--- src/rtl/ir_mod_pkg.sv ---
package ir_mod_pkg;

    typedef enum logic {
        CAR_LOW  = 1'b0,
        CAR_HIGH = 1'b1
    } car_state_e;

    function automatic int unsigned half_count(input int unsigned clk_hz,
                                               input int unsigned car_hz);
        int unsigned h;
        h = clk_hz / (2 * car_hz);
        return (h < 1) ? 1 : h;
    endfunction

endpackage

--- src/rtl/ir_carrier_gen.sv ---
module ir_carrier_gen
    import ir_mod_pkg::*;
#(
    parameter int unsigned HALF = 10
) (
    input  logic clk,
    input  logic rst_n,
    output logic carrier
);
    localparam int unsigned CW = (HALF > 1) ? $clog2(HALF) : 1;
    localparam logic [CW-1:0] LAST = CW'(HALF - 1);

    logic [CW-1:0] cnt_q;
    logic          wrap;
    car_state_e    state_q, state_d;

    assign wrap = (cnt_q == LAST);

    // half-period counter, free running
    always_ff @(posedge clk or negedge rst_n) begin
        if (!rst_n)    cnt_q <= '0;
        else if (wrap) cnt_q <= '0;
        else           cnt_q <= cnt_q + 1'b1;
    end

    // next-state logic
    always_comb begin
        state_d = state_q;
        unique case (state_q)
            CAR_LOW:  if (wrap) state_d = CAR_HIGH;
            CAR_HIGH: if (wrap) state_d = CAR_LOW;
        endcase
    end

    // state register
    always_ff @(posedge clk or negedge rst_n) begin
        if (!rst_n) state_q <= CAR_LOW;
        else        state_q <= state_d;
    end

    // output decode
    always_comb begin
        unique case (state_q)
            CAR_LOW:  carrier = 1'b0;
            CAR_HIGH: carrier = 1'b1;
        endcase
    end


    cnt_range_chk: assert property (@(posedge clk) disable iff (!rst_n)
        cnt_q <= LAST);


    toggle_at_wrap_chk: assert property (@(posedge clk) disable iff (!rst_n)
        wrap |=> (carrier != $past(carrier)));


    hold_between_chk: assert property (@(posedge clk) disable iff (!rst_n)
        !wrap |=> $stable(carrier));

endmodule

--- src/rtl/ir_mod_regs.sv ---
module ir_mod_regs #(
    parameter int unsigned NPINS    = 8,
    parameter int unsigned AW       = 8,
    parameter logic [AW-1:0] SEL_ADDR = 8'h9F,
    parameter logic [AW-1:0] CFG_ADDR = 8'hA8,
    parameter int unsigned EN_BIT   = 0
) (
    input  logic             clk,
    input  logic             rst_n,
    input  logic             wr_en,
    input  logic [AW-1:0]    wr_addr,
    input  logic [NPINS-1:0] wr_data,
    output logic [NPINS-1:0] sel_q,
    output logic             en_q
);
    logic hit_sel, hit_cfg;

    assign hit_sel = wr_en && (wr_addr == SEL_ADDR);
    assign hit_cfg = wr_en && (wr_addr == CFG_ADDR);

    always_ff @(posedge clk or negedge rst_n) begin
        if (!rst_n)       sel_q <= '0;
        else if (hit_sel) sel_q <= wr_data;
    end

    always_ff @(posedge clk or negedge rst_n) begin
        if (!rst_n)       en_q <= 1'b0;
        else if (hit_cfg) en_q <= wr_data[EN_BIT];
    end


    sel_load_chk: assert property (@(posedge clk) disable iff (!rst_n)
        (wr_en && wr_addr == SEL_ADDR) |=> (sel_q == $past(wr_data)));


    idle_hold_chk: assert property (@(posedge clk) disable iff (!rst_n)
        !wr_en |=> ($stable(sel_q) && $stable(en_q)));

endmodule

--- src/rtl/ir_pin_mixer.sv ---
module ir_pin_mixer #(
    parameter int unsigned NPINS = 8
) (
    input  logic             carrier,
    input  logic             en,
    input  logic [NPINS-1:0] sel,
    input  logic [NPINS-1:0] pin_lvl,
    output logic [NPINS-1:0] pin_drv
);
    for (genvar i = 0; i < NPINS; i++) begin : g_pin
        logic apply;
        assign apply      = en & sel[i];
        assign pin_drv[i] = pin_lvl[i] ^ (apply & carrier);
    end
endmodule

--- src/rtl/ir_carrier_mod.sv ---
module ir_carrier_mod
    import ir_mod_pkg::*;
#(
    parameter int unsigned CLK_HZ     = 250_000_000,
    parameter int unsigned CARRIER_HZ = 38_000
) (
    input  logic       clk,
    input  logic       rst_n,
    input  logic       wr_en,
    input  logic [7:0] wr_addr,
    input  logic [7:0] wr_data,
    input  logic [7:0] pin_lvl,
    output logic [7:0] pin_drv
);
    localparam int unsigned NPINS = 8;
    localparam int unsigned HALF  = half_count(CLK_HZ, CARRIER_HZ);

    logic             carrier;
    logic [NPINS-1:0] sel_q;
    logic             en_q;

    ir_carrier_gen #(.HALF(HALF)) u_gen (
        .clk     (clk),
        .rst_n   (rst_n),
        .carrier (carrier)
    );

    ir_mod_regs #(.NPINS(NPINS), .AW(8)) u_regs (
        .clk     (clk),
        .rst_n   (rst_n),
        .wr_en   (wr_en),
        .wr_addr (wr_addr),
        .wr_data (wr_data),
        .sel_q   (sel_q),
        .en_q    (en_q)
    );

    ir_pin_mixer #(.NPINS(NPINS)) u_mix (
        .carrier (carrier),
        .en      (en_q),
        .sel     (sel_q),
        .pin_lvl (pin_lvl),
        .pin_drv (pin_drv)
    );


    pass_when_off_chk: assert property (@(posedge clk) disable iff (!rst_n)
        !en_q |-> (pin_drv == pin_lvl));


    zero_gives_carrier_chk: assert property (@(posedge clk) disable iff (!rst_n)
        (en_q && sel_q[0] && !pin_lvl[0]) |-> (pin_drv[0] == carrier));

endmodule

--- config.mk ---
export PLATFORM = sky130hd
export DESIGN_NAME = ir_carrier_mod
export DESIGN_NICKNAME = d
export VERILOG_FILES = /design/src/rtl/ir_mod_pkg.sv /design/src/rtl/ir_carrier_gen.sv /design/src/rtl/ir_mod_regs.sv /design/src/rtl/ir_pin_mixer.sv /design/src/rtl/ir_carrier_mod.sv
export SDC_FILE = /design/constraint.sdc
export NUM_CORES = 1
export LEC_CHECK = 0
export BUFFER_PORTS_ARGS = -buffer_cell sky130_fd_sc_hd__buf_2
export CORE_UTILIZATION = 45
export CTS_CLUSTER_DIAMETER = 100
export DETAILED_ROUTE_END_ITERATION = 16
export PLACE_DENSITY_LB_ADDON = 0.12
export SLEW_MARGIN = 10
export SYNTH_ARGS = -nofsm -noshare
export SYNTH_HDL_FRONTEND = slang
export SYNTH_HIERARCHICAL = 1
export SYNTH_SLANG_ARGS = --single-unit
--- constraint.sdc ---
create_clock -name clk -period 4.1 [get_ports clk]
set_input_delay 0.205 -clock clk [delete_from_list [all_inputs] [get_ports clk]]
set_output_delay 0.205 -clock clk [all_outputs]
set_load 0.05 [all_outputs]
## Yosys cells after proc, flatten, opt, wreduce, memory -nomap -nowiden

Cells that the tools add are included.

- Input bits: 27
- Output and inout bits: 8
- Logic and storage cells: 40
- Register bits after elaboration: 22

- Bitwise gates (word level): 25
- Reductions and logical operators: 2
- Add/sub/neg operators: 1
- Equal/unequal tests: 3
- Muxes and demuxes: 5

Operators with widths:

| operator | count |
|---|---|
| $and A1 B1 Y1 | 16 |
| $eq A8 B8 Y1 const B | 2 |
| $add A12 B1 Y12 const B | 1 |
| $eq A12 B12 Y1 const B | 1 |
| $mux W12 | 1 |
| $xor A1 B1 Y1 | 8 |
| $pmux W1 S2 | 2 |
| $logic_and A1 B1 Y1 | 2 |
| $mux W1 | 2 |
| $not A1 Y1 | 1 |

## Longest topological paths before layout

Gate-level depths: netlist (run 1).

- Word-level depth: 4
- Gate-level depth with buffers: 5
- Gate-level depth less buffers: 5

## Hierarchy

Netlist (run 1), hierarchy kept.

By module, submodules not included:

| module | cells each | instances | seq. area each (um2) | area each (um2) |
|---|---|---|---|---|
| ir_carrier_gen | 60 | 1 | 325.3 | 638.1 |
| ir_mod_regs | 24 | 1 | 225.2 | 382.9 |
| ir_pin_mixer | 18 | 1 | 0.0 | 165.2 |

## Least setup slack after synthesis (run 1)

Ideal clock, no wire load.

- Path kind: register -> output
- From: register u_gen.state_q
- To: output pin_drv[0]
- Data arrival time: 1.421 ns
- Required time: 3.895 ns
- Slack: 2.474 ns
- Stages on the path, launching flop included: 4
- Path buffers: 1
- Cells stage by stage: dfrtp_1 > buf_4 > nand3_2 > xnor2_1

- Word-level cells in the longest chain between the ends: 4

RTL lines:

| element | line | RTL |
|---|---|---|
| start: declaration | ir_carrier_gen.sv:15 | `car_state_e state_q, state_d;` |
| start signal: assignment | ir_carrier_gen.sv:38 | `else state_q <= state_d;` |
| $not A1 Y1 | ir_carrier_gen.sv:43 | `unique case (state_q)` |
| $pmux W1 S2 * | ir_carrier_gen.sv:43 |  |
| $and A1 B1 Y1 * | ir_pin_mixer.sv:13 | `assign pin_drv[i] = pin_lvl[i] ^ (apply & carrier);` |
| $xor A1 B1 Y1 * | ir_pin_mixer.sv:13 |  |
| end: declaration | ir_carrier_mod.sv:13 | `output logic [7:0] pin_drv` |

Mark *: on every way between the ends. The rest lies on a longest branch, timed or not.

## Worst setup path after layout (run 1)

Same ends and word-level chain as after synthesis.

==> flow_summary.toml, run 1 <==
[run_status]
status = "complete, no violations"

[cells_and_area]
area_growth_pct = 20.1
multiInputGateArea_um2 = 609
drive_above_1_share_pct = 43.2
seq_area_um2 = 551
num-fill-cells = 217
diodes = 0
fin_nets = 169

[power_and_ir_drop]
vdd_drop_max_mv = 0.221
p_leak_nw = 0.651
power_density_nw_per_um2 = 271
finalPower_mw = 0.386

[global_route]
grt_antenna_before_repair = 0
grt_pass1_wl_mm = 3.59
overflow = 0
globalRouteTotalUtil_pct = 17.8
grt_max_degree = 23
first_global_vias = 851

[sta]
relSlewSlack_pct = 62.5
worst_pin_slew_ns = 0.558
clock.fmax_mhz = 576
min_period_over_period_pct = 42.4
worst_slack_ns = 2.36
setup_viol = 0
grt_setup_unrepaired = "no"
min_period_ns = 1.74
tns_ns = 0
finClkSkew_ns = 0.00464
finalHoldViolCount = 0
finalMaxSlewViolations = 0

[min_path]
whs_path_depth = 2
holdPathEnd = "u_regs/sel_q[4]"
hold_class = "in -> reg"
hp-start = "wr_data[4]"

[floorplan]
initial_core_util_pct = 47.9
row_count = 18
dieArea_um2 = 2850
fp.dieW_um = 53.3
die_y_um = 53.3
io_pins = 35
coreArea_um2 = 2480

[synth]
netlist_top_cells_count = "dfrtp_1, mux2_2, xnor2_1"
yosysTopAreaCellShare_pct = 46.4
synth_cells = 102
synth.area.top_cells = "dfrtp_1, mux2_2, nand3_2"
yosysWarnings = 6
syn_area_um2 = 1190
synth_edf_count = 0
syn_avg_cell_area_um2 = 11.6
yosys.cell_count.top_type = "dfrtp_1"
async_flop_share_pct = 100
ys.flop_type = "dfrtp_1"
yosys.area.top_type = "dfrtp_1"
syn_nets = 131
yosysUniqueCellTypes = 28
seq_area_frac_synth_pct = 46.4
synth_seq_cells = 22

[setup_path]
critPathLaunchType = "register"
critical_path.endpoint_type = "output pin"
reg2reg_slack_ns = 2.43
crit_type = "reg -> out"
r2r-end = "u_gen/cnt_q[11]"
crit_arrival_ns = 1.53
worst_r2r_path_depth = 5
crit_path_max_fanout = 9
crit_required_ns = 3.89
worstReg2RegStart = "u_gen/cnt_q[0]"

[detailed_routing]
wl_per_cell_um = 12.7
num_vias = 887
dr.pass1.iters = 4
drtIter0Drc = 8
routed_wl_mm = 2.15
post-route-drc-count = 0
antenna_left = 0
vias_per_cell = 5.25

[cts]
cts_inserted_buffers = 3
clk_latency_ns = 0.30
clockBufferDepth = 2
tritoncts = "done"
htreeDepth = 1
clkTransAtPathRegs_ns = 0.11
cts_sinks = 22
post_cts_buffers = 0
cts_root_buf = "clkbuf_4"

[place]
post-place-ws_ns = 2.41
io_buffers = 34
gp_congestion = 0.812
dp_hpwl_mm = 1.63

[run]
maxCapViolCount = 0
worst max-delay path by stage:
stage / from / endpoint
after floorplan: u_gen/state_q / pin_drv[0]
after global placement: u_gen/cnt_q[0] / u_gen/cnt_q[1]
after detailed placement: u_gen/cnt_q[0] / u_gen/cnt_q[11]
after CTS: u_gen/state_q / pin_drv[0]
after global routing: u_gen/state_q / pin_drv[0]
final: u_gen/state_q / pin_drv[0]
logic make-up (layout without fill, tap and decap cells):
kind of cell,Yosys count,after routing,synth area share [%]
flip-flops,22,22,46.4
buffers and inverters,5,42,2.21
XOR/XNOR,15,15,11.1
adder cells (fa/ha/maj),2,2,2.11
multiplexers,9,9,8.54
AO/OA/AOI/OAI,7,7,3.48
AND/OR/NAND/NOR,42,42,26.2
final cells by class:
class	count	share of cell area, %
Inverter	3	0.790
Sequential cell	22	38.6
Tap cell	30	2.63
Timing Repair Buffer	35	12.6
Clock buffer	4	2.55
Multi-Input combinational cell	75	42.8
metal layers:
metal / up-vias / global-route usage (%) / share of wire [%]
met3: 2 / 2.59 / 6.0
li1: 433 / - / -
met5: - / 0 / 0
met1: 422 / 19.2 / 42
met4: 0 / 9.21 / 0.70
met2: 30 / 32.9 / 51
power by group:
| part | internal [mW] | switching, mW | total, mW | leakage (nW) |
|---|---|---|---|---|
| Sequential | 0.221 | 0.00415 | 0.225 | 0.291 |
| Combinational | 0.0189 | 0.0270 | 0.0460 | 0.339 |
| Clock | 0.0541 | 0.0604 | 0.115 | 0.0210 |
| Total | 0.294 | 0.0916 | 0.386 | 0.651 |
registers in the layout, summed over array words and instances, names as in the netlist:
register	cells
u_gen/cnt_q	12
u_gen/state_q	1
u_regs/en_q	1
u_regs/sel_q	8
timing repair:
action	4_1_cts	5_1_grt
hold endpoints to repair	22	0
hold buffers	1	0
resized for setup	0	0
metrics by stage:
| step | instances | area [µm²] | utilization [%] | hold WS (ns) |
|---|---|---|---|---|
| CTS | 169 | 1430 | 57.5 | 0.114 |
| finish | 169 | 1430 | 57.5 | 0.130 |
| global placement | 164 | 1380 | 55.7 | 0.198 |
| floorplan | 102 | 1190 | - | -0.0906 |
| detailed placement | 164 | 1380 | 55.7 | 0.188 |
| global route | 169 | 1430 | 57.5 | 0.114 |
critical path, cell delays in order (launching register included):
cell     delay [ns]
dfrtp_1        0.65
nand3_2        0.15
xnor2_1        0.16
buf_2          0.28
placed cells by master, fill, tap and decap left out, drive strengths merged:
cell type,n
nand4,2
nor2,6
ha,2
or2b,1
o21ai,2
dlygate4sd3,1
or3b,1
nand2,4
clkbuf,4
o31ai,1
and2b,1
o311ai,1
nor3b,1
nand3,14
and4b,2
nor3,3
or4,2
nor4,1
dfrtp,22
nand2b,1
xor2,6
xnor2,9
nand4bb,1
buf,34
inv,3
a21oi,3
mux2,9
or3,2
Note: power is estimated with default switching activity, not from simulation.
==> run 2, diff against run 1 <==
clock period = 1.75 ns   (was 4.1 ns; I/O delays follow)
==> run 2 against run 1 <==
Setup slack got worse by 2.2 ns; register-to-register slack got worse by 2.2 ns; clock skew decreased by 0.00059 ns; worst hold slack got worse by 0.11 ns; sequential share of layout area decreased by 2.0 points; count of clock-buffer cells in the layout decreased by 1; via count increased by 5.3%; critical path depth unchanged; routed wire length increased by 5.5%; clock power increased to 3.3 times the previous value.
==> flow_summary.toml, run 2 (synthesized netlist as in run 1, its figures left out) <==
[run_status]
status = "complete, no violations"

[detailed_routing]
met2_length_mm = 1.15
dr.max_layer_used = "met4"
routed_wl_mm = 2.27
num_vias = 934
drtIter0Drc = 15
antenna_left = 0
met1Wirelength_um = 983
wl_met3_um = 97
dr.pass1.iters = 4
wl_per_cell_um = 12.9
post-route-drc-count = 0
vias_per_cell = 5.31

[global_route]
grt_pass1_wl_mm = 3.48
grt_antenna_before_repair = 0
overflow = 0
first_global_vias = 812
globalRouteTotalUtil_pct = 17.3
grt_max_degree = 23

[sta]
setup_viol = 0
min_period_over_period_pct = 90.1
finalMaxSlewViolations = 0
relSlewSlack_pct = 68.1
finClkSkew_ns = 0.00406
min_period_ns = 1.58
holdWs_ns = 0.0184
worst_pin_slew_ns = 0.479
clock.fmax_mhz = 634
finalHoldViolCount = 0
grt_setup_unrepaired = "no"
tns_ns = 0

[floorplan]
dieArea_um2 = 2850
initial_core_util_pct = 47.9
die_y_um = 53.3
row_count = 18
io_pins = 35
coreArea_um2 = 2480
fp.dieW_um = 53.3

[cells_and_area]
final_cell_mix = "buf_2, dfrtp_1, xnor2_1, mux2_2, nand3_2"
area_growth_pct = 27.1
fin_nets = 176
top_register = "u_gen/cnt_q"
drive_above_1_share_pct = 43.2
multiInputGateArea_um2 = 609
reg_top3 = "u_gen/cnt_q: 12 flops, u_regs/sel_q: 8 flops"
seq_area_um2 = 552
final_common_cell = "buf_2"
diodes = 0
num-fill-cells = 209
largest_register_ffs = 12

[power_and_ir_drop]
pwr-share-seq_pct = 51.7
finalPower_mw = 1.02
netSwitchingPower_mw = 0.219
p_comb_share_pct = 11.5
power_density_nw_per_um2 = 677
p_leak_nw = 0.688
clkPwrFrac_pct = 36.8
vdd_drop_max_mv = 0.585
switching_share_pct = 21.5
p_int_mw = 0.801

[place]
gp_congestion = 0.851
dp_hpwl_mm = 1.69
io_buffers = 34

[setup_path]
critPathLaunchType = "register"
crit_path_max_fanout = 9
cp_num_buf_inv = 1
crit_path_max_incr_delay_ns = 0.61
crit_required_ns = 1.66
cp_cell_sequence = "nand3_2 > xnor2_1 > buf_2"
critical_path.endpoint_type = "output pin"
critPathSlowestCell = "dfrtp_1"
crit_family = "flip-flops"
crit_type = "reg -> out"
crit_arrival_ns = 1.49

[cts]
clockBufferDepth = 2
cts_sinks = 22
htreeDepth = 1
cts_inserted_buffers = 3
clk_latency_ns = 0.30
clkTransAtPathRegs_ns = 0.12
cts_root_buf = "clkbuf_4"
tritoncts = "done"
post_cts_buffers = 0

[min_path]
hold_class = "in -> reg"

[run]
maxCapViolCount = 0
-- run 2: changes by cell type in the layout (fill, tap and decap cells not counted), sizes merged --
cell         delta
dlygate4sd3     +5
clkbuf          -1
buf             +2
bufinv          +1
-- run 2: area by class of cell --
| class | instances | share of cell area [%] |
|---|---|---|
| clock inverter | 1 | 1.99 |
| clock buffer | 3 | 1.49 |
| multi-input combinational | 75 | 40.4 |
| tap | 30 | 2.49 |
| inverter | 3 | 0.747 |
| sequential | 22 | 36.6 |
| timing repair buffer | 42 | 16.3 |
-- run 2: worst register-to-register path: cells and delay by family, from the launching register on --
kind               cells  cell delay, ns
AOI/OAI and AO/OA      1            0.11
DFF                    1            0.46
and+or+nand+nor        2            0.82
-- run 2: path summary, 6_finish.rpt --
kind | start | end | slack (ns) | cells past startpoint
max in group asynchronous | rst_n | u_gen/state_q | 1.12 | 2
worst min-delay path | wr_data[2] | u_regs/sel_q[2] | 0.02 | 2
worst min register to register | u_gen/cnt_q[0] | u_gen/cnt_q[0] | 0.49 | 1
worst max-delay path | u_regs/en_q | pin_drv[7] | 0.17 | 3
min in group asynchronous | rst_n | u_gen/cnt_q[9] | 0.27 | 2
worst max register to register | u_gen/cnt_q[2] | u_gen/cnt_q[11] | 0.25 | 3
-- run 2: metrics by stage --
stage	cell area [µm²]	util [%]	cells	worst slack, ns
4_1_cts	1460	58.8	171	0.121
5_1_grt	1510	60.9	176	0.0443
3_5_place_dp	1390	56.3	166	0.272
2_1_floorplan	1190	-	102	0.241
3_3_place_gp	1390	56.3	166	0.317
6_report	1510	60.9	176	0.173
-- run 2: repair_timing --
item,in CTS,in global routing
resized for setup,0,1
setup endpoints to repair,0,1
endpoints found under the hold margin,22,5
hold buffers,1,5
-- run 2: power groups by stage --
stage	registers [mW]	logic [mW]	clock network [mW]
after global routing	0.529	0.128	0.415
after global placement	0.537	0.106	0
after floorplan	0.533	0.0611	0
final	0.528	0.117	0.375
after detailed placement	0.538	0.108	0
after CTS	0.528	0.110	0.394
-- run 2: metal layers --
layer  vias up  GRT usage [%]
li1        452              -
met1       446           20.0
met2        30           30.6
met3         6           3.45
met4         0           7.02
met5         -              0
